===== src/rtl/fir2p_pkg.sv =====
package fir2p_pkg;
  // Which coefficient subset a half-length subfilter uses
  typedef enum logic [1:0] {
    PH_EVEN = 2'd0,
    PH_ODD  = 2'd1,
    PH_SUM  = 2'd2
  } phase_e;

  // Bits of growth when adding n terms
  function automatic int unsigned add_growth(input int unsigned n);
    return (n <= 1) ? 0 : $clog2(n);
  endfunction
endpackage


===== src/rtl/fir2p_rst_sync.sv =====
module fir2p_rst_sync #(
  parameter int unsigned STAGES = 2
) (
  input  logic clk,
  input  logic rst_n,
  output logic rst_sync_n
);
  logic [STAGES-1:0] sync_q;
  logic [STAGES-1:0] sync_d;

  always_comb begin
    sync_d = {sync_q[STAGES-2:0], 1'b1};
  end

  always_ff @(posedge clk or negedge rst_n) begin
    if (!rst_n) sync_q <= '0;
    else        sync_q <= sync_d;
  end

  assign rst_sync_n = sync_q[STAGES-1];
endmodule


===== src/rtl/fir2p_subfilter.sv =====
module fir2p_subfilter
  import fir2p_pkg::*;
#(
  parameter int unsigned               IN_W   = 12,
  parameter int unsigned               COEF_W = 10,
  parameter int unsigned               TAPS   = 8,
  parameter logic [TAPS*COEF_W-1:0]    COEFS  = '0,
  parameter phase_e                    PHASE  = PH_EVEN,
  parameter int unsigned               SUM_W  = 32
) (
  input  logic                    clk,
  input  logic                    rst_n,
  input  logic                    en,
  input  logic signed [IN_W-1:0]  sample,
  output logic signed [SUM_W-1:0] acc
);
  localparam int unsigned NT = TAPS / 2;
  localparam int unsigned CW = COEF_W + 1;

  logic signed [IN_W-1:0]  hist_q [NT-1];
  logic signed [IN_W-1:0]  hist_d [NT-1];
  logic signed [IN_W-1:0]  tap    [NT];
  logic signed [SUM_W-1:0] prod   [NT];

  assign tap[0] = sample;

  for (genvar k = 0; k < NT; k++) begin : g_tap
    localparam logic signed [COEF_W-1:0] CE = COEFS[2*k*COEF_W +: COEF_W];
    localparam logic signed [COEF_W-1:0] CO = COEFS[(2*k+1)*COEF_W +: COEF_W];
    localparam logic signed [CW-1:0] C =
      (PHASE == PH_SUM) ? CW'(CE) + CW'(CO) :
      (PHASE == PH_ODD) ? CW'(CO) : CW'(CE);
    if (k > 0) begin : g_from_hist
      assign tap[k] = hist_q[k-1];
    end
    assign prod[k] = SUM_W'(tap[k]) * SUM_W'(C);
  end

  always_comb begin
    acc = '0;
    for (int k = 0; k < NT; k++) acc = acc + prod[k];
  end

  // Delay line next state: shift one block per accepted clock
  always_comb begin
    hist_d = hist_q;
    if (en) begin
      hist_d[0] = sample;
      for (int i = 1; i < NT - 1; i++) hist_d[i] = hist_q[i-1];
    end
  end

  always_ff @(posedge clk or negedge rst_n) begin
    if (!rst_n) begin
      for (int i = 0; i < NT - 1; i++) hist_q[i] <= '0;
    end else begin
      hist_q <= hist_d;
    end
  end

  assert_shift_R3: assert property (@(posedge clk) disable iff (!rst_n)
    en |=> hist_q[0] == $past(sample));
  assert_freeze_R5: assert property (@(posedge clk) disable iff (!rst_n)
    !en |=> $stable(hist_q[NT-2]) && $stable(hist_q[0]));
endmodule


===== src/rtl/fir2p_combine.sv =====
module fir2p_combine #(
  parameter int unsigned SUM_W = 32,
  parameter int unsigned OUT_W = 25
) (
  input  logic                    clk,
  input  logic                    rst_n,
  input  logic                    en,
  input  logic signed [SUM_W-1:0] a_even,
  input  logic signed [SUM_W-1:0] a_odd,
  input  logic signed [SUM_W-1:0] a_sum,
  output logic signed [OUT_W-1:0] y_even,
  output logic signed [OUT_W-1:0] y_odd
);
  localparam logic signed [SUM_W-1:0] MAXV = (SUM_W'(1) <<< (OUT_W - 1)) - SUM_W'(1);
  localparam logic signed [SUM_W-1:0] MINV = -(SUM_W'(1) <<< (OUT_W - 1));

  logic signed [SUM_W-1:0] odd_dly_q, odd_dly_d;
  logic signed [SUM_W-1:0] wide_e, wide_o;
  logic signed [OUT_W-1:0] y_even_d, y_odd_d;

  always_comb begin
    wide_e    = a_even + odd_dly_q;
    wide_o    = a_sum - a_even - a_odd;
    odd_dly_d = odd_dly_q;
    y_even_d  = y_even;
    y_odd_d   = y_odd;
    if (en) begin
      odd_dly_d = a_odd;
      y_even_d  = OUT_W'(wide_e);
      y_odd_d   = OUT_W'(wide_o);
    end
  end

  always_ff @(posedge clk or negedge rst_n) begin
    if (!rst_n) begin
      odd_dly_q <= '0;
      y_even    <= '0;
      y_odd     <= '0;
    end else begin
      odd_dly_q <= odd_dly_d;
      y_even    <= y_even_d;
      y_odd     <= y_odd_d;
    end
  end

  assert_no_overflow_R6: assert property (@(posedge clk) disable iff (!rst_n)
    en |-> (wide_e <= MAXV) && (wide_e >= MINV) && (wide_o <= MAXV) && (wide_o >= MINV));
  assert_hold_R5: assert property (@(posedge clk) disable iff (!rst_n)
    !en |=> $stable(y_even) && $stable(y_odd));
endmodule


===== src/rtl/fast_fir2p.sv =====
module fast_fir2p
  import fir2p_pkg::*;
#(
  parameter int unsigned            IN_W   = 12,
  parameter int unsigned            COEF_W = 10,
  parameter int unsigned            TAPS   = 8,
  parameter logic [TAPS*COEF_W-1:0] COEFS  = {
    -10'sd9, 10'sd22, -10'sd512, -10'sd512, 10'sd300, 10'sd511, -10'sd12, 10'sd5},
  localparam int unsigned OUT_W = IN_W + COEF_W + add_growth(TAPS)
) (
  input  logic                    clk,
  input  logic                    rst_n,
  input  logic                    in_valid,
  input  logic signed [IN_W-1:0]  x_even,
  input  logic signed [IN_W-1:0]  x_odd,
  output logic                    out_valid,
  output logic signed [OUT_W-1:0] y_even,
  output logic signed [OUT_W-1:0] y_odd
);
  localparam int unsigned SUM_W = IN_W + COEF_W + 2 + add_growth(TAPS);

  logic                    rst_sync_n;
  logic signed [IN_W:0]    x_pair;
  logic signed [SUM_W-1:0] acc_even, acc_odd, acc_sum;
  logic                    valid_d;

  fir2p_rst_sync #(.STAGES(2)) u_rst (
    .clk(clk), .rst_n(rst_n), .rst_sync_n(rst_sync_n));

  // Pre-adder feeding the combined-coefficient subfilter
  assign x_pair = x_even + x_odd;

  fir2p_subfilter #(.IN_W(IN_W), .COEF_W(COEF_W), .TAPS(TAPS), .COEFS(COEFS),
                    .PHASE(PH_EVEN), .SUM_W(SUM_W)) u_sub_even (
    .clk(clk), .rst_n(rst_sync_n), .en(in_valid), .sample(x_even), .acc(acc_even));

  fir2p_subfilter #(.IN_W(IN_W), .COEF_W(COEF_W), .TAPS(TAPS), .COEFS(COEFS),
                    .PHASE(PH_ODD), .SUM_W(SUM_W)) u_sub_odd (
    .clk(clk), .rst_n(rst_sync_n), .en(in_valid), .sample(x_odd), .acc(acc_odd));

  fir2p_subfilter #(.IN_W(IN_W + 1), .COEF_W(COEF_W), .TAPS(TAPS), .COEFS(COEFS),
                    .PHASE(PH_SUM), .SUM_W(SUM_W)) u_sub_sum (
    .clk(clk), .rst_n(rst_sync_n), .en(in_valid), .sample(x_pair), .acc(acc_sum));

  fir2p_combine #(.SUM_W(SUM_W), .OUT_W(OUT_W)) u_post (
    .clk(clk), .rst_n(rst_sync_n), .en(in_valid),
    .a_even(acc_even), .a_odd(acc_odd), .a_sum(acc_sum),
    .y_even(y_even), .y_odd(y_odd));

  always_comb valid_d = in_valid;

  always_ff @(posedge clk or negedge rst_sync_n) begin
    if (!rst_sync_n) out_valid <= 1'b0;
    else             out_valid <= valid_d;
  end

  assert_reset_idle_R1: assert property (@(posedge clk)
    !rst_sync_n |-> !out_valid && (y_even == '0) && (y_odd == '0));
  assert_valid_follow_R2: assert property (@(posedge clk) disable iff (!rst_sync_n)
    in_valid |=> out_valid);
  assert_valid_idle_R2: assert property (@(posedge clk) disable iff (!rst_sync_n)
    !in_valid |=> !out_valid);
endmodule


===== config.mk =====
export PLATFORM = sky130hd
export DESIGN_NAME = fast_fir2p
export DESIGN_NICKNAME = d
export VERILOG_FILES = /design/src/rtl/fir2p_pkg.sv /design/src/rtl/fir2p_rst_sync.sv /design/src/rtl/fir2p_subfilter.sv /design/src/rtl/fir2p_combine.sv /design/src/rtl/fast_fir2p.sv
export SDC_FILE = /design/constraint.sdc
export NUM_CORES = 2
export LEC_CHECK = 0
export ABC_AREA = 1
export BUFFER_PORTS_ARGS = -buffer_cell sky130_fd_sc_hd__buf_2
export CAP_MARGIN = 10
export CORE_AREA = 2 2 229 231
export CTS_CLUSTER_DIAMETER = 80
export DETAILED_ROUTE_END_ITERATION = 10
export DIE_AREA = 0 0 231 233
export PLACE_DENSITY_LB_ADDON = 0.08
export SLEW_MARGIN = 15
export SYNTH_ARGS = -nofsm -noshare
export SYNTH_HDL_FRONTEND = slang
export SYNTH_SLANG_ARGS = --single-unit

===== constraint.sdc =====
create_clock -name clk -period 6.9 [get_ports clk]
set_input_delay 0.345 -clock clk [delete_from_list [all_inputs] [get_ports clk]]
set_output_delay 0.345 -clock clk [all_outputs]
set_load 0.01 [all_outputs]

==> impl_metrics.csv, run 1 <==
group,metric,value,unit
yosys,yosysWarnings,0,
finish,drive_gt1_share,35.7,%
status,outcome,"complete, but fails checks",
clock_tree,clock_sinks,189,
critical_path,cpMaxStageDelayCell,"fa_2",
critical_path,crit_fanout,4,
yosys,ys_seq_area_share,15.6,%
sta,rsz0062_at_grt,"yes",
sta,fmax,0.0849,GHz
place,numPortBuffers,77,
critical_path,end_kind,"register",
yosys,netlist_instances,3569,
sta,fin_crit_sh,171,%
route,via_per_inst,5.41,
clock_tree,clock_latency,520,ps
critical_path,cp.arrival,12200,ps
sta,fin_crit,11780,ps
critical_path,start_kind,"register",
sta,slew_viol_final,0,
yosys,synthArstFlopShare,100,%
clock_tree,cts_tree,"yes",
yosys,ys_types,57,
sta,maxSlewHeadroom,33.0,%
clock_tree,htree_levels,4,
floorplan,core_region_area,51100,µm²
finish,layout.nets,5347,
sta,worstMarginPinSlew,1000,ps
sta,fin_hold_ws,131,ps
status,violations,"negative setup slack",
yosys,synth_ff_type,"dfrtp_1",
floorplan,start_util,59.5,%
place,dpl.hpwl,73700,µm
global_route,grt_max_degree,149,
yosys,synth_nets,4485,
clock_tree,numCtsBuffers,17,
sta,setup_viol,52,
global_route,grt_usage,36.0,%
route,drtIter0Drc,1609,
route,drt-total-wl,98200,µm
yosys,synth_largest_area_cell,"fa_1",
sta,hold_viol_final,0,
critical_path,critical_path.max_stage_delay,610,ps
route,first_pass_iters,6,
global_route,antenna_found_initial,0,
yosys,synth_area_leaders,"fa_1 26%, ha_1 21%, dfrtp_1 16%",
critical_path,cp.required,7310,ps
floorplan,rows,83,
job,max-cap-violations,0,
yosys,syn_avg_cell_area,8.52,µm²
global_route,grt_pass1_vias,29400,
floorplan,ioPinCount,78,
clock_tree,clockBufferDepth,2,
floorplan,die_y,233,µm
yosys,synth_seq_cells,189,
clock_tree,cts-root-buf,"clkbuf_16",
global_route,grt_overflow,0,
clock_tree,clk_pin_slew,80,ps
floorplan,die_area,53800,µm²
yosys,syn_area,30400,µm²
place,pre_cts_ws,-5990,ps
yosys,synth_top_area_share,25.6,%
route,vias,27700,
hold_path,hold_path_class,"in -> async",
route,drt.antenna.violating_nets,0,
finish,fillerInstances,3014,
sta,skew,15.4,ps
route,drc_errors,0,
critical_path,r2r_slack,-4880,ps
place,place_congestion,0.956,
critical_path,critPathKind,"reg -> reg",
finish,syn2layout_area_growth,40.1,%
yosys,synth_edf_count,0,
global_route,grt_pass1_wl,150000,µm
sta,worst_slack,-4880,ps
finish,diodes,0,
floorplan,die_w,231,µm
finish,final_core_util,83.4,%
route,wire_per_inst,19.2,µm
==> what timing repair did <==
action,in CTS,in global routing
endpoints found under the hold margin,2,0
setup endpoints to repair,51,55
gates resized for setup,447,308
setup buffers,91,42
pin swaps,257,196
hold buffers,1,0
==> per-stage QoR <==
stage          instances  setup TNS [ps]  cell area, µm²
6_report            5124         -105880           42600
5_1_grt             5124         -120850           42600
4_1_cts             5092          -97940           40900
3_5_place_dp        4976         -112130           37600
3_3_place_gp        4976         -104090           37600
2_1_floorplan       3569          -69530           31300
==> routing by layer <==
| metal | global-route usage (%) | vias up | share of wire, % |
|---|---|---|---|
| met5 | 0 | - | 0 |
| met4 | 18.9 | 0 | 6.0 |
| met3 | 5.63 | 341 | 6.1 |
| met2 | 63.6 | 970 | 50 |
| met1 | 42.4 | 13600 | 38 |
| li1 | - | 12900 | - |
==> cell families (layout without fill, tap and decap cells) <==
logic type	count (synthesis)	count (layout)	synth area share [%]
compound gates	513	513	9.26
xor+xnor	190	190	5.50
fa+ha+maj	889	889	46.2
buf+inv	936	1811	11.6
flops	189	189	15.6
other cells	1	1	0.0123
simple gates	851	851	11.9
==> final cells by class <==
| type | instances | area (µm²) | share of cell area (%) |
|---|---|---|---|
| Multi-Input combinational cell | 2444 | 26100 | 61.3 |
| Sequential cell | 189 | 4750 | 11.2 |
| Clock buffer | 18 | 439 | 1.03 |
| Timing Repair Buffer | 886 | 6890 | 16.2 |
| Inverter | 893 | 3370 | 7.92 |
| Tap cell | 680 | 851 | 2.00 |
| Clock inverter | 14 | 174 | 0.408 |
==> final timing paths <==
| check | from | endpoint | cells after the start |
|---|---|---|---|
| max in group asynchronous | u_rst.sync_q[1] | u_post.odd_dly_q[15] | 1 |
| worst min register to register | u_rst.sync_q[1] | u_sub_odd.hist_q[35] | 0 |
| worst max register to register | u_sub_odd.hist_q[28] | u_post.y_odd[24] | 55 |
| worst max-delay path | u_sub_odd.hist_q[28] | u_post.y_odd[24] | 55 |
| min in group clk | x_odd[2] | u_sub_odd.hist_q[26] | 3 |
| worst min-delay path | rst_n | u_rst.sync_q[0] | 2 |
==> sequential cells by signal (all words and copies together), names as in the netlist <==
signal             count
u_rst.sync_q           2
u_sub_even.hist_q     36
u_post.y_even         25
u_sub_odd.hist_q      36
u_post.y_odd          25
u_post.odd_dly_q      25
out_valid              1
u_sub_sum.hist_q      39
==> cells in the mapped netlist (5+ instances only) <==
library cell / instances
inv_1: 885
nand2_1: 554
ha_1: 500
fa_1: 389
o21ai_0: 219
dfrtp_1: 189
a21oi_1: 179
xor2_1: 114
nor2_1: 108
nand3_1: 80
xnor2_1: 75
clkbuf_1: 33
nor3_1: 30
a31oi_1: 25
o21ai_1: 18
nand4_1: 17
nand2_2: 14
o211ai_1: 12
or2_2: 12
o21bai_1: 10
nor4_1: 9
a211oi_1: 8
a21o_1: 8
inv_2: 8
buf_1: 7
nand3_2: 7
o31ai_1: 7
o21ai_2: 6
nor2_2: 5
==> critical path, delay by kind of cell (launching register included) <==
kind | cells | cell delay [ps]
flip-flops | 1 | 450
adder cells (fa/ha/maj) | 17 | 6980
buffers and inverters | 12 | 1030
AO/OA/AOI/OAI | 7 | 1010
AND/OR/NAND/NOR | 16 | 1750
XOR/XNOR | 3 | 460
==> cells in the final DEF (no fill, tap or decap), drive strengths merged, types with 2 or more instances in the layout <==
cell	instances
a211oi	8
a21boi	4
a21o	8
a21oi	181
a22oi	2
a31o	2
a31oi	25
buf	885
bufinv	2
clkbuf	18
clkinv	6
dfrtp	189
fa	389
ha	500
inv	899
nand2	569
nand3	89
nand4	17
nor2	115
nor3	33
nor4	9
o2111ai	3
o211ai	12
o21a	3
o21ai	243
o21bai	11
o31ai	8
or2	15
xnor2	75
xor2	115
Power of run 1 is left out: the tool's default activity adds up to more than one toggle a clock period on the data nets, which glitch-free logic cannot reach.
==> inputs of run 2 (changes only) <==
--- a/config.mk
+++ b/config.mk
@@ -13,6 +13,7 @@
 export DETAILED_ROUTE_END_ITERATION = 10
 export DIE_AREA = 0 0 231 233
 export PLACE_DENSITY_LB_ADDON = 0.08
+export SETUP_SLACK_MARGIN = 0.4
 export SLEW_MARGIN = 15
 export SYNTH_ARGS = -nofsm -noshare
 export SYNTH_HDL_FRONTEND = slang
==> run 2 against run 1 <==
Compared with the run above: the flow still finishes with violations (negative setup slack); flip-flop and latch count is the same; clock skew shrank 1.6 ps; global-route usage shrank 0.94 points; largest cell class unchanged.
==> impl_metrics.csv, run 2 (same netlist as run 1, synthesis figures left out) <==
group,metric,value,unit
global_route,use_met2,62.1,%
global_route,grt_overflow,0,
route,vias,27500,
clock_tree,clock_latency,530,ps
clock_tree,numCtsBuffers,17,
floorplan,die_y,233,µm
critical_path,end_kind,"register",
clock_tree,clk_pin_slew,80,ps
finish,largest_reg_flops,39,
route,drt-total-wl,98900,µm
sta,worst_slack,-5140,ps
global_route,antenna_found_initial,1,
route,drt.antenna.violating_nets,0,
finish,layout.nets,5333,
sta,fin_crit_sh,174,%
sta,hold_viol_final,0,
clock_tree,htree_levels,4,
route,first_pass_iters,5,
route,drc_errors,0,
floorplan,ioPinCount,78,
sta,fin_crit,12040,ps
critical_path,r2r_slack,-5140,ps
finish,final_common_cell,"inv_1",
finish,stdcell_area,42600,µm²
route,via_per_inst,5.38,
finish,largest_register,"u_sub_sum.hist_q",
status,outcome,"complete, but fails checks",
floorplan,rows,83,
critical_path,cpMaxStageDelayCell,"fa_2",
finish,reg_top3,"u_sub_sum.hist_q: 39 flops, u_sub_even.hist_q: 36 flops, u_sub_odd.hist_q: 36 flops",
status,violations,"negative setup slack",
global_route,grt_usage,35.1,%
clock_tree,clockBufferDepth,2,
global_route,grt.busiest_layer,"met2",
global_route,grt_pass1_vias,28700,
place,place_congestion,1.01,
critical_path,r2r_cells,55,
job,max-cap-violations,0,
critical_path,crit_fanout,4,
floorplan,die_w,231,µm
route,drtIter0Drc,1587,
sta,skew,13.8,ps
global_route,grt_util_met1,42.3,%
clock_tree,clock_sinks,189,
finish,diodes,0,
critical_path,path_delay_family,"adder cells",
clock_tree,cts_tree,"yes",
clock_tree,cts-root-buf,"clkbuf_16",
critical_path,r2r_end,"u_post.y_odd[24]",
sta,fmax,0.0831,GHz
global_route,grt_pass1_wl,146000,µm
floorplan,start_util,59.5,%
sta,rsz0062_at_grt,"yes",
floorplan,die_area,53800,µm²
critical_path,start_kind,"register",
sta,setup_viol,49,
critical_path,cp.required,7310,ps
critical_path,r2r_start,"u_sub_odd.hist_q[28]",
route,wire_per_inst,19.4,µm
finish,final_core_util,83.3,%
floorplan,core_region_area,51100,µm²
critical_path,critical_path_buf_inv_count,13,
global_route,use_met3,4.52,%
finish,drive_gt1_share,35.1,%
sta,slew_viol_final,0,
sta,worstMarginPinSlew,1370,ps
sta,maxSlewHeadroom,8.67,%
critical_path,cp.arrival,12450,ps
place,placed_area,37700,µm²
critical_path,critPathKind,"reg -> reg",
critical_path,critical_path.max_stage_delay,570,ps
finish,final_cell_mix,"804 x inv_1, 702 x buf_4, 475 x nand2_1",
global_route,grt_max_degree,177,
finish,syn2layout_area_growth,39.9,%
place,numPortBuffers,77,
hold_path,hold_path_class,"in -> async",
place,dpl.hpwl,74200,µm
## run 2: cell count changes in the layout (fill, tap and decap cells not counted), sizes merged
cell / before / now
clkbuf: 18 / 17
clkinvlp: 0 / 2
inv: 899 / 898
buf: 885 / 871
## run 2: repair_timing
item	4_1_cts	5_1_grt
hold buffers	1	0
endpoints found under the hold margin	2	0
pin swaps	135	278
endpoints found under the setup margin	55	56
setup buffers	47	67
resized for setup	238	458
## run 2: how the worst max path moves through the flow
| stage | slack [ps] | depth (start not counted) | start | end |
|---|---|---|---|---|
| 6_report | -5140 | 55 | u_sub_odd.hist_q[28] | u_post.y_odd[24] |
| 5_1_grt | -5440 | 53 | u_sub_odd.hist_q[27] | u_post.y_odd[22] |
| 4_1_cts | -4730 | 52 | u_sub_odd.hist_q[28] | u_post.y_odd[22] |
| 3_5_place_dp | -5460 | 41 | u_sub_even.hist_q[32] | u_post.y_odd[22] |
| 3_3_place_gp | -5350 | 42 | u_sub_even.hist_q[34] | u_post.y_odd[22] |
| 2_1_floorplan | -4280 | 55 | u_sub_even.hist_q[31] | u_post.y_odd[24] |
## run 2: layout make-up
cell class | instances | area, µm²
Tap cell | 680 | 851
Fill cell | 2980 | 8540
Sequential cell | 189 | 4750
Inverter | 893 | 3370
Timing Repair Buffer | 872 | 6730
Clock inverter | 15 | 205
Clock buffer | 17 | 425
Multi-Input combinational cell | 2444 | 26200
## run 2: metrics by stage
step,setup TNS (ps),setup WS [ps],hold WS (ps),cells
floorplan,-69370,-4280,49.4,3569
global placement,-101840,-5350,130,4963
detailed placement,-107970,-5460,131,4963
CTS,-98760,-4730,91.4,5043
global route,-122860,-5440,140,5110
finish,-110020,-5140,124,5110
## run 2: metal layers
| metal | part of all wire (%) | up-vias |
|---|---|---|
| met4 | 5.8 | 0 |
| li1 | - | 12800 |
| met3 | 5.0 | 305 |
| met5 | 0 | - |
| met2 | 50 | 927 |
| met1 | 40 | 13500 |
Power of run 2 is left out for the same reason.
